**config.mk**
```make
export PLATFORM = sky130hd
export DESIGN_NAME = burst_seq_ctrl
export DESIGN_NICKNAME = d
export VERILOG_FILES = /design/src/rtl/burst_seq_pkg.sv /design/src/rtl/bsq_sync.sv /design/src/rtl/bsq_blank.sv /design/src/rtl/bsq_pulse.sv /design/src/rtl/burst_seq_ctrl.sv
export SDC_FILE = /design/constraint.sdc
export NUM_CORES = 1
export LEC_CHECK = 0
export ABC_AREA = 0
export BUFFER_PORTS_ARGS = -buffer_cell sky130_fd_sc_hd__buf_2
export CORE_AREA = 2 2 61 63
export DETAILED_ROUTE_END_ITERATION = 6
export DIE_AREA = 0 0 63 65
export HOLD_SLACK_MARGIN = 0.05
export PLACE_DENSITY = 0.72
export SYNTH_ARGS = -nofsm -noshare
export SYNTH_HDL_FRONTEND = slang
export SYNTH_SLANG_ARGS = --single-unit
```
**constraint.sdc**
```tcl
create_clock -name clk -period 1.8 [get_ports clk]
set_input_delay 0.54 -clock clk [delete_from_list [all_inputs] [get_ports clk]]
set_output_delay 0.54 -clock clk [all_outputs]
set_load 0.005 [all_outputs]
```
**src/rtl/burst_seq_pkg.sv**
```systemverilog
package burst_seq_pkg;
   localparam int NUM_CMP = 5;
   localparam int CMP_ENT = 0;
   localparam int CMP_BH  = 1;
   localparam int CMP_BL  = 2;
   localparam int CMP_EX  = 3;
   localparam int CMP_CS  = 4;
   typedef logic [NUM_CMP-1:0] cmp_vec_t;

   function automatic int blank_ticks(input int tick_hz, input int blank_us);
      return ((tick_hz / 1000) * blank_us) / 1000;
   endfunction

   function automatic int period_ticks(input int tick_hz, input int sw_hz);
      return tick_hz / sw_hz;
   endfunction
endpackage

```
**src/rtl/bsq_sync.sv**
```systemverilog
module bsq_sync #(
   parameter int N = 5
) (
   input  logic         clk,
   input  logic         rst,
   input  logic [N-1:0] d,
   output logic [N-1:0] q
);
   generate
      for (genvar i = 0; i < N; i++) begin : g_bit
         logic st1, st2;
         always_ff @(posedge clk) begin
            if (rst) begin
               st1 <= 1'b0;
               st2 <= 1'b0;
            end else begin
               st1 <= d[i];
               st2 <= st1;
            end
         end
         assign q[i] = st2;
      end
   endgenerate
endmodule

```
**src/rtl/bsq_blank.sv**
```systemverilog
module bsq_blank #(
   parameter int BLANK_TICKS = 64
) (
   input  logic clk,
   input  logic rst,
   input  logic tick,
   input  logic qual,
   output logic hit
);
   localparam int BW = (BLANK_TICKS > 1) ? $clog2(BLANK_TICKS) : 1;
   localparam logic [BW-1:0] LAST = BW'(BLANK_TICKS - 1);

   logic [BW-1:0] cnt;

   assign hit = qual & tick & (cnt == LAST);

   always_ff @(posedge clk) begin
      if (rst || !qual)
         cnt <= '0;
      else if (tick && cnt != LAST)
         cnt <= cnt + 1'b1;
   end
endmodule

```
**src/rtl/bsq_pulse.sv**
```systemverilog
module bsq_pulse #(
   parameter int PERIOD = 8
) (
   input  logic clk,
   input  logic rst,
   input  logic tick,
   input  logic run,
   input  logic cs_trip,
   output logic gate
);
   localparam int PW   = (PERIOD > 1) ? $clog2(PERIOD) : 1;
   localparam logic [PW-1:0] LASTP = PW'(PERIOD - 1);
   localparam logic [PW-1:0] HALFP = PW'(PERIOD / 2);

   logic [PW-1:0] pc;
   logic          g_q;

   always_ff @(posedge clk) begin
      if (rst || !run) begin
         pc  <= '0;
         g_q <= 1'b0;
      end else begin
         if (tick)
            pc <= (pc == LASTP) ? '0 : pc + 1'b1;
         if (cs_trip)
            g_q <= 1'b0;
         else if (tick && pc == '0)
            g_q <= 1'b1;
         else if (tick && pc == HALFP)
            g_q <= 1'b0;
      end
   end

   assign gate = g_q;
endmodule

```
**src/rtl/burst_seq_ctrl.sv**
```systemverilog
module burst_seq_ctrl
   import burst_seq_pkg::*;
#(
   parameter int CNT_W      = 3,
   parameter int PRESET_VAL = 1,
   parameter int TICK_HZ    = 8_000_000,
   parameter int SW_HZ      = 80_000,
   parameter int BLANK_US   = 24_000
) (
   input  logic             clk,
   input  logic             rst,
   input  logic             tick,
   input  logic             cmp_entry_lo,
   input  logic             cmp_burst_hi,
   input  logic             cmp_burst_lo,
   input  logic             cmp_exit_hi,
   input  logic             cmp_cs_trip,
   input  logic [CNT_W-1:0] load_cnt,
   output logic             gate_en,
   output logic             burst_on,
   output logic             bias_en,
   output logic             cnt_preset,
   output logic [CNT_W-1:0] cnt_load_val
);
   localparam int BLANK_TICKS  = blank_ticks(TICK_HZ, BLANK_US);
   localparam int PERIOD_TICKS = period_ticks(TICK_HZ, SW_HZ);
   localparam logic [CNT_W-1:0] CNT_MAX = {CNT_W{1'b1}};

   generate
      if (CNT_W < 2) begin : g_bad_cntw
         $error("CNT_W must be at least 2");
      end
      if (PERIOD_TICKS < 2 || (PERIOD_TICKS % 2) != 0) begin : g_bad_period
         $error("switching period must be an even tick count of at least 2");
      end
      if (BLANK_TICKS < 1) begin : g_bad_blank
         $error("blanking interval must cover at least one tick");
      end
      if (PRESET_VAL < 0 || PRESET_VAL > (1 << CNT_W) - 1) begin : g_bad_preset
         $error("PRESET_VAL does not fit CNT_W");
      end
   endgenerate

   cmp_vec_t raw_v, syn_v;
   logic ent_s, bh_s, bl_s, ex_s, cs_s;

   assign raw_v[CMP_ENT] = cmp_entry_lo;
   assign raw_v[CMP_BH]  = cmp_burst_hi;
   assign raw_v[CMP_BL]  = cmp_burst_lo;
   assign raw_v[CMP_EX]  = cmp_exit_hi;
   assign raw_v[CMP_CS]  = cmp_cs_trip;

   bsq_sync #(.N(NUM_CMP)) u_sync (
      .clk (clk),
      .rst (rst),
      .d   (raw_v),
      .q   (syn_v)
   );

   assign ent_s = syn_v[CMP_ENT];
   assign bh_s  = syn_v[CMP_BH];
   assign bl_s  = syn_v[CMP_BL];
   assign ex_s  = syn_v[CMP_EX];
   assign cs_s  = syn_v[CMP_CS];

   logic burst_q, run_q, preset_q;
   logic qual, hit, gate_raw;

   assign qual = ent_s & (load_cnt == CNT_MAX) & ~burst_q;

   bsq_blank #(.BLANK_TICKS(BLANK_TICKS)) u_blank (
      .clk  (clk),
      .rst  (rst),
      .tick (tick),
      .qual (qual),
      .hit  (hit)
   );

   always_ff @(posedge clk) begin
      if (rst)       burst_q <= 1'b0;
      else if (ex_s) burst_q <= 1'b0;
      else if (hit)  burst_q <= 1'b1;
   end

   always_ff @(posedge clk) begin
      if (rst || !burst_q || ex_s)
         run_q <= 1'b0;
      else if (run_q)
         run_q <= ~bl_s;
      else
         run_q <= bh_s;
   end

   always_ff @(posedge clk) begin
      if (rst) preset_q <= 1'b0;
      else     preset_q <= burst_q & ex_s;
   end

   bsq_pulse #(.PERIOD(PERIOD_TICKS)) u_pulse (
      .clk     (clk),
      .rst     (rst),
      .tick    (tick),
      .run     (run_q),
      .cs_trip (cs_s),
      .gate    (gate_raw)
   );

   assign gate_en      = gate_raw & run_q;
   assign burst_on     = burst_q;
   assign bias_en      = run_q;
   assign cnt_preset   = preset_q;
   assign cnt_load_val = CNT_W'(PRESET_VAL);
endmodule

```
### Word level (Yosys, flattened, before mapping)

Index checks and enable logic that the tools add are counted.

| operators by class | value |
|---|---|
| reduce and logical (&&, ||, !) cells | 14 |
| add/sub/neg operators | 2 |
| bitwise logic cells | 8 |
| equality and inequality tests | 5 |
| muxes and demuxes | 4 |

Operators by type and width:

| kind | count |
|---|---|
| $add A18 B1 Y18 const B | 1 |
| $eq A18 B18 Y1 const B | 1 |
| $ne A18 B18 Y1 const B | 1 |
| $add A7 B1 Y7 const B | 1 |
| $eq A7 B6 Y1 const B | 1 |
| $eq A7 B7 Y1 const B | 1 |
| $logic_not A7 Y1 | 1 |
| $mux W7 | 1 |
| $and A1 B1 Y1 | 6 |
| $logic_or A1 B1 Y1 | 4 |
| $reduce_or A2 Y1 | 2 |
| $eq A3 B3 Y1 const B | 1 |
| $logic_and A1 B1 Y1 | 3 |
| $logic_not A1 Y1 | 3 |
| $mux W1 | 3 |
| $not A1 Y1 | 2 |
| $reduce_bool A2 Y1 | 1 |

| storage, ports and cells | value |
|---|---|
| output and inout bits | 7 |
| word-level logic and storage cells | 49 |
| register bits after elaboration | 39 |
| input port bits | 11 |

### Depth between registers and ports, before layout

| depth | value |
|---|---|
| depth after elaboration | 5 |
| depth in mapped cells | 7 |
| gate-level depth less buffers | 6 |

### Hierarchy

From an unflattened synthesis, not the netlist that was laid out.

| second synthesis, totals | value |
|---|---|
| cells, all modules | 194 |
| area, all modules | 1829.3 µm² |

Modules (own cells, without submodules):

| module | cells an instance | seq. area each (µm²) | instances | area an instance (µm²) |
|---|---|---|---|---|
| bsq_blank | 105 | 360.3 | 1 | 943.4 |
| bsq_pulse | 46 | 160.2 | 1 | 415.4 |
| bsq_sync | 25 | 200.2 | 1 | 300.3 |
| burst_seq_ctrl | 18 | 60.1 | 1 | 170.2 |

### Worst setup path before layout

No wires, ideal clock.

| timing path | value |
|---|---|
| kind | input -> register |
| start | in load_cnt[2] |
| end | reg burst_q, in the netlist burst_on |
| arrival time | 1.837 ns |
| setup slack | -0.107 ns |
| required time | 1.730 ns |
| setup time | 0.070 ns |
| stages | 5 |
| path buffers | 1 |
| path through | nand2_1 -> or4_1 -> clkbuf_1 -> or4_1 -> a21oi_1 |

| on the way | value |
|---|---|
| word-level cells in the longest chain between the ends | 5 |

Ends and longest elaborated chain:

| item | line | RTL |
|---|---|---|
| start, declared | burst_seq_ctrl.sv:18 | `input logic [CNT_W-1:0] load_cnt,` |
| $eq A3 B3 Y1 | burst_seq_ctrl.sv:69 | `assign qual = ent_s & (load_cnt == CNT_MAX) & ~burst_q;` |
| $and A1 B1 Y1 (2 in series) | burst_seq_ctrl.sv:69 |  |
| $and A1 B1 Y1 (2 in series) | bsq_blank.sv:15 | `assign hit = qual & tick & (cnt == LAST);` |
| end signal, assigned | burst_seq_ctrl.sv:80 | `if (rst) burst_q <= 1'b0;` |
| end signal, assigned | burst_seq_ctrl.sv:81 | `else if (ex_s) burst_q <= 1'b0;` |
| end signal, assigned | burst_seq_ctrl.sv:82 | `else if (hit) burst_q <= 1'b1;` |
| end, declared | burst_seq_ctrl.sv:66 | `logic burst_q, run_q, preset_q;` |

No other way between the ends.
A chain may end at the register's enable or synchronous reset.

### Worst setup path after layout

| timing path | value |
|---|---|
| start | reg u_blank.cnt[16] |
| end | reg u_blank.cnt[7] |

| on the way | value |
|---|---|
| word-level cells in the longest chain between the ends | 2 |

Ends and longest elaborated chain:

| item | line | RTL |
|---|---|---|
| start, declared | bsq_blank.sv:13 | `logic [BW-1:0] cnt;` |
| start signal, assigned | bsq_blank.sv:21 | `cnt <= cnt + 1'b1;` |
| $ne A18 B18 Y1 | bsq_blank.sv:20 | `else if (tick && cnt != LAST)` |
| $logic_and A1 B1 Y1 | bsq_blank.sv:20 |  |

No other way between the ends.

==> flow_metrics.tcl <==
set metrics [dict create \
    critPathCaptureType "flop" \
    synth-seq-area-share 0.457 \
    antenna_found_initial 0 \
    syn_avg_cell_area_sq_um 8.84 \
    synth_area_sq_um 1710 \
    dp.final_hpwl_um 2430 \
    vdd_drop_max_uv 696 \
    yosys.area.top_type_share 0.457 \
    powerDensity_nw_per_um2 780 \
    die_w_um 63 \
    viasPerCell 4.98 \
    design_area_sq_um 2100 \
    synthAdderAreaFrac 0.0293 \
    gr-total-overflow 0 \
    period_share 0.999 \
    critPathArrivalTime_ps 2040 \
    power_mw 1.64 \
    core_sq_um 3500 \
    synth_compound_area_frac 0.0674 \
    path_max_fanout 6 \
    finalHoldViolCount 0 \
    drtIter0Drc 42 \
    final_nets 247 \
    finalCriticalPeriod_ps 1800 \
    holdBufCountCts 0 \
    grt_start_max_net_pins 14 \
    max_stage_delay_ps 570 \
    ys_warn_count 0 \
    synthMuxAreaShare 0.0117 \
    routedWlPerCell_um 11.6 \
    place_area_sq_um 1980 \
    routabilityCongestion 0.777 \
    swShare 0.187 \
    diodes 0 \
    drive_above_1_share 0.249 \
    grt_pass1_wl_um 5780 \
    path_class "reg -> reg" \
    slew_viol_final 0 \
    synth.area.top_cells "dfxtp_1 (46%), xor2_1 (6.7%), nor2_1 (5.1%)" \
    synth_seq_cells 39 \
    regArea_sq_um 785 \
    p_int_mw 1.33 \
    synth_top_family_by_area "simple AND/OR/NAND/NOR gates" \
    antenna_left 0 \
    rsz0062_at_grt "yes" \
    insertion_delay_ps 340 \
    area_delta_synth_final_pct 23.2 \
    grt_pass1_vias 1369 \
    routed_wl_um 3270 \
    num-fill-cells 313 \
    io_buffers 14 \
    die-area_sq_um 4100 \
    cp-start-kind "flop" \
    cts_tree "built" \
    clock_sinks 39 \
    crit_chain "nand4b_1, or4_4, o211ai_1, buf_4, xor2_1, nor2_1" \
    htreeDepth 2 \
    yosys.area_share.xor_xnor 0.0821 \
    critPathSlowestCell "or4_4" \
    drv_cap 0 \
    setup_viol 0 \
    p_leak_nw 0.802 \
    numCtsBuffers 5 \
    grt_usage 0.180 \
    synth_cell_types 36 \
    p_seq_frac 0.534 \
    vias 1398 \
    pwr-share-clk 0.435 \
    crit_buf_inv 1 \
    multiInputGateArea_sq_um 866 \
    initial_core_util 0.488 \
    finClkSkew_ps 12.3 \
    clk_path_buf_depth 2 \
    worstHoldPathType "in -> reg" \
    root_buffer "clkbuf_4" \
    path_clk_slew_ps 120 \
    p_comb_frac 0.031 \
    yosys.area.top_type "dfxtp_1" \
    first_pass_iters 4 \
    required_ps 2040 \
    drc 0 \
    rows 22 \
    p_switching_uw 307 \
    crit_family "simple AND/OR/NAND/NOR gates" \
    status "finished, final reports clean" \
    max_freq_mhz 556 \
    synth_cells 193 \
    synth-simple-area-share 0.299 \
    die_y_um 65 \
    io_pins 18 \
]
-- placed cells by master (no fill, tap or decap), types with 2 or more instances in the layout --
cell / instances
ha_1: 4
xor2_1: 13
nor2b_1: 10
and3_1: 5
o21ai_2: 3
nor3_1: 3
nand2_1: 16
dfxtp_1: 36
bufinv_16: 2
buf_2: 14
or4_4: 2
inv_1: 5
and2_1: 2
buf_4: 27
o211ai_1: 5
clkbuf_4: 5
a21oi_1: 4
dfxtp_2: 3
or4_1: 6
nand2b_1: 3
nand3_1: 9
conb_1: 3
o21ai_0: 3
nor2_1: 23
mux2i_1: 2
xnor2_1: 3
nand4_1: 10
-- state kept, by name, indices dropped and copies added (netlist names) --
name	cells
cnt_preset	1
u_blank.cnt	18
u_sync.g_bit.st1	5
u_sync.g_bit.st2	5
u_pulse.pc	7
bias_en	1
u_pulse.gate	1
burst_on	1
-- stage by stage --
stage                     hold WS (ps)  TNS (ps)  utilization  cells  setup slack (ps)
final                              406         0        0.602    281              1.52
after CTS                          397     -16.5        0.598    281             -16.1
after detailed placement           411      -714        0.566    272              -211
after floorplan                    380     -63.0            -    194             -63.0
after global routing               396      -479        0.602    281             -77.7
after global placement             390      -657        0.566    272              -200
-- Yosys cell counts --
library cell  count
nand3_1           9
buf_6             2
dfxtp_1          39
or2_2             1
or4_1             7
nand2_1          17
a2111oi_0         1
mux2i_1           2
clkbuf_1          4
inv_1             5
nor2_1           23
nand4_1          10
or4_4             1
buf_1             1
a21oi_1           4
nor4_1            1
xor2_1           13
nor3_1            3
nand3b_1          1
conb_1            2
and3_1            5
o21ai_0           5
nor2b_1          10
or3_1             1
nand2b_1          3
xnor2_1           3
nor3b_1           1
ha_1              4
nand4b_1          1
o21ai_2           1
o211ai_1          5
o2111ai_1         1
buf_4             3
and2_1            2
a31oi_1           1
or2_1             1
-- final timing paths --
kind / from / to / slack [ps] / depth (start not counted)
hold reg to reg: u_sync.g_bit[4].st2$_SDFF_PP0_ / u_pulse.gate$_SDFFE_PP0P_ / 420 / 1
setup / recovery: u_blank.cnt[16]$_SDFFE_PP0P_ / u_blank.cnt[7]$_SDFFE_PP0P_ / 2 / 6
hold / removal: cmp_cs_trip / u_sync.g_bit[4].st1$_SDFF_PP0_ / 410 / 2
setup reg to reg: u_blank.cnt[16]$_SDFFE_PP0P_ / u_blank.cnt[7]$_SDFFE_PP0P_ / 2 / 6
-- final cells by class --
cell class / count / area share
well taps: 48 / 0.0286
clock inverters: 2 / 0.0286
repair buffers: 41 / 0.130
flip-flops and latches: 39 / 0.373
clock buffers: 6 / 0.0196
multi-input cells: 140 / 0.412
inverters: 5 / 0.00892
-- timing repair --
| item | in CTS | in global routing |
|---|---|---|
| pin swaps | 3 | 9 |
| gates resized for setup | 1 | 7 |
| endpoints found under the setup margin | 2 | 12 |
| setup buffers | 1 | 0 |
| cloned | 0 | 0 |
-- power groups by stage --
stage,registers [mW],logic [mW],clock network [mW]
floorplan,0.895,0.0292,0
global placement,0.895,0.0504,0
detailed placement,0.896,0.0513,0
CTS,0.876,0.0516,0.729
global route,0.877,0.0570,0.752
finish,0.876,0.0517,0.713
-- cell families (layout without fill, tap and decap cells) --
| family | count (synthesis) | after routing |
|---|---|---|
| muxes | 2 | 2 |
| and+or+nand+nor | 97 | 97 |
| xor gates and xnor gates | 16 | 16 |
| AOI/OAI and AO/OA | 18 | 18 |
| adders and majority gates | 4 | 4 |
| DFF | 39 | 39 |
| buffers and inverters | 15 | 54 |
| other | 2 | 3 |
-- routing by layer --
layer | part of all wire | routed length, um | vias up | global-route usage
met5 | 0 | 0 | - | 0
met4 | 0.014 | 46 | 0 | 0.0750
met3 | 0.020 | 66 | 4 | 0.0382
met2 | 0.50 | 1620 | 12 | 0.318
met1 | 0.47 | 1540 | 648 | 0.211
li1 | - | - | 734 | -
(Power assumes the default switching activity.)
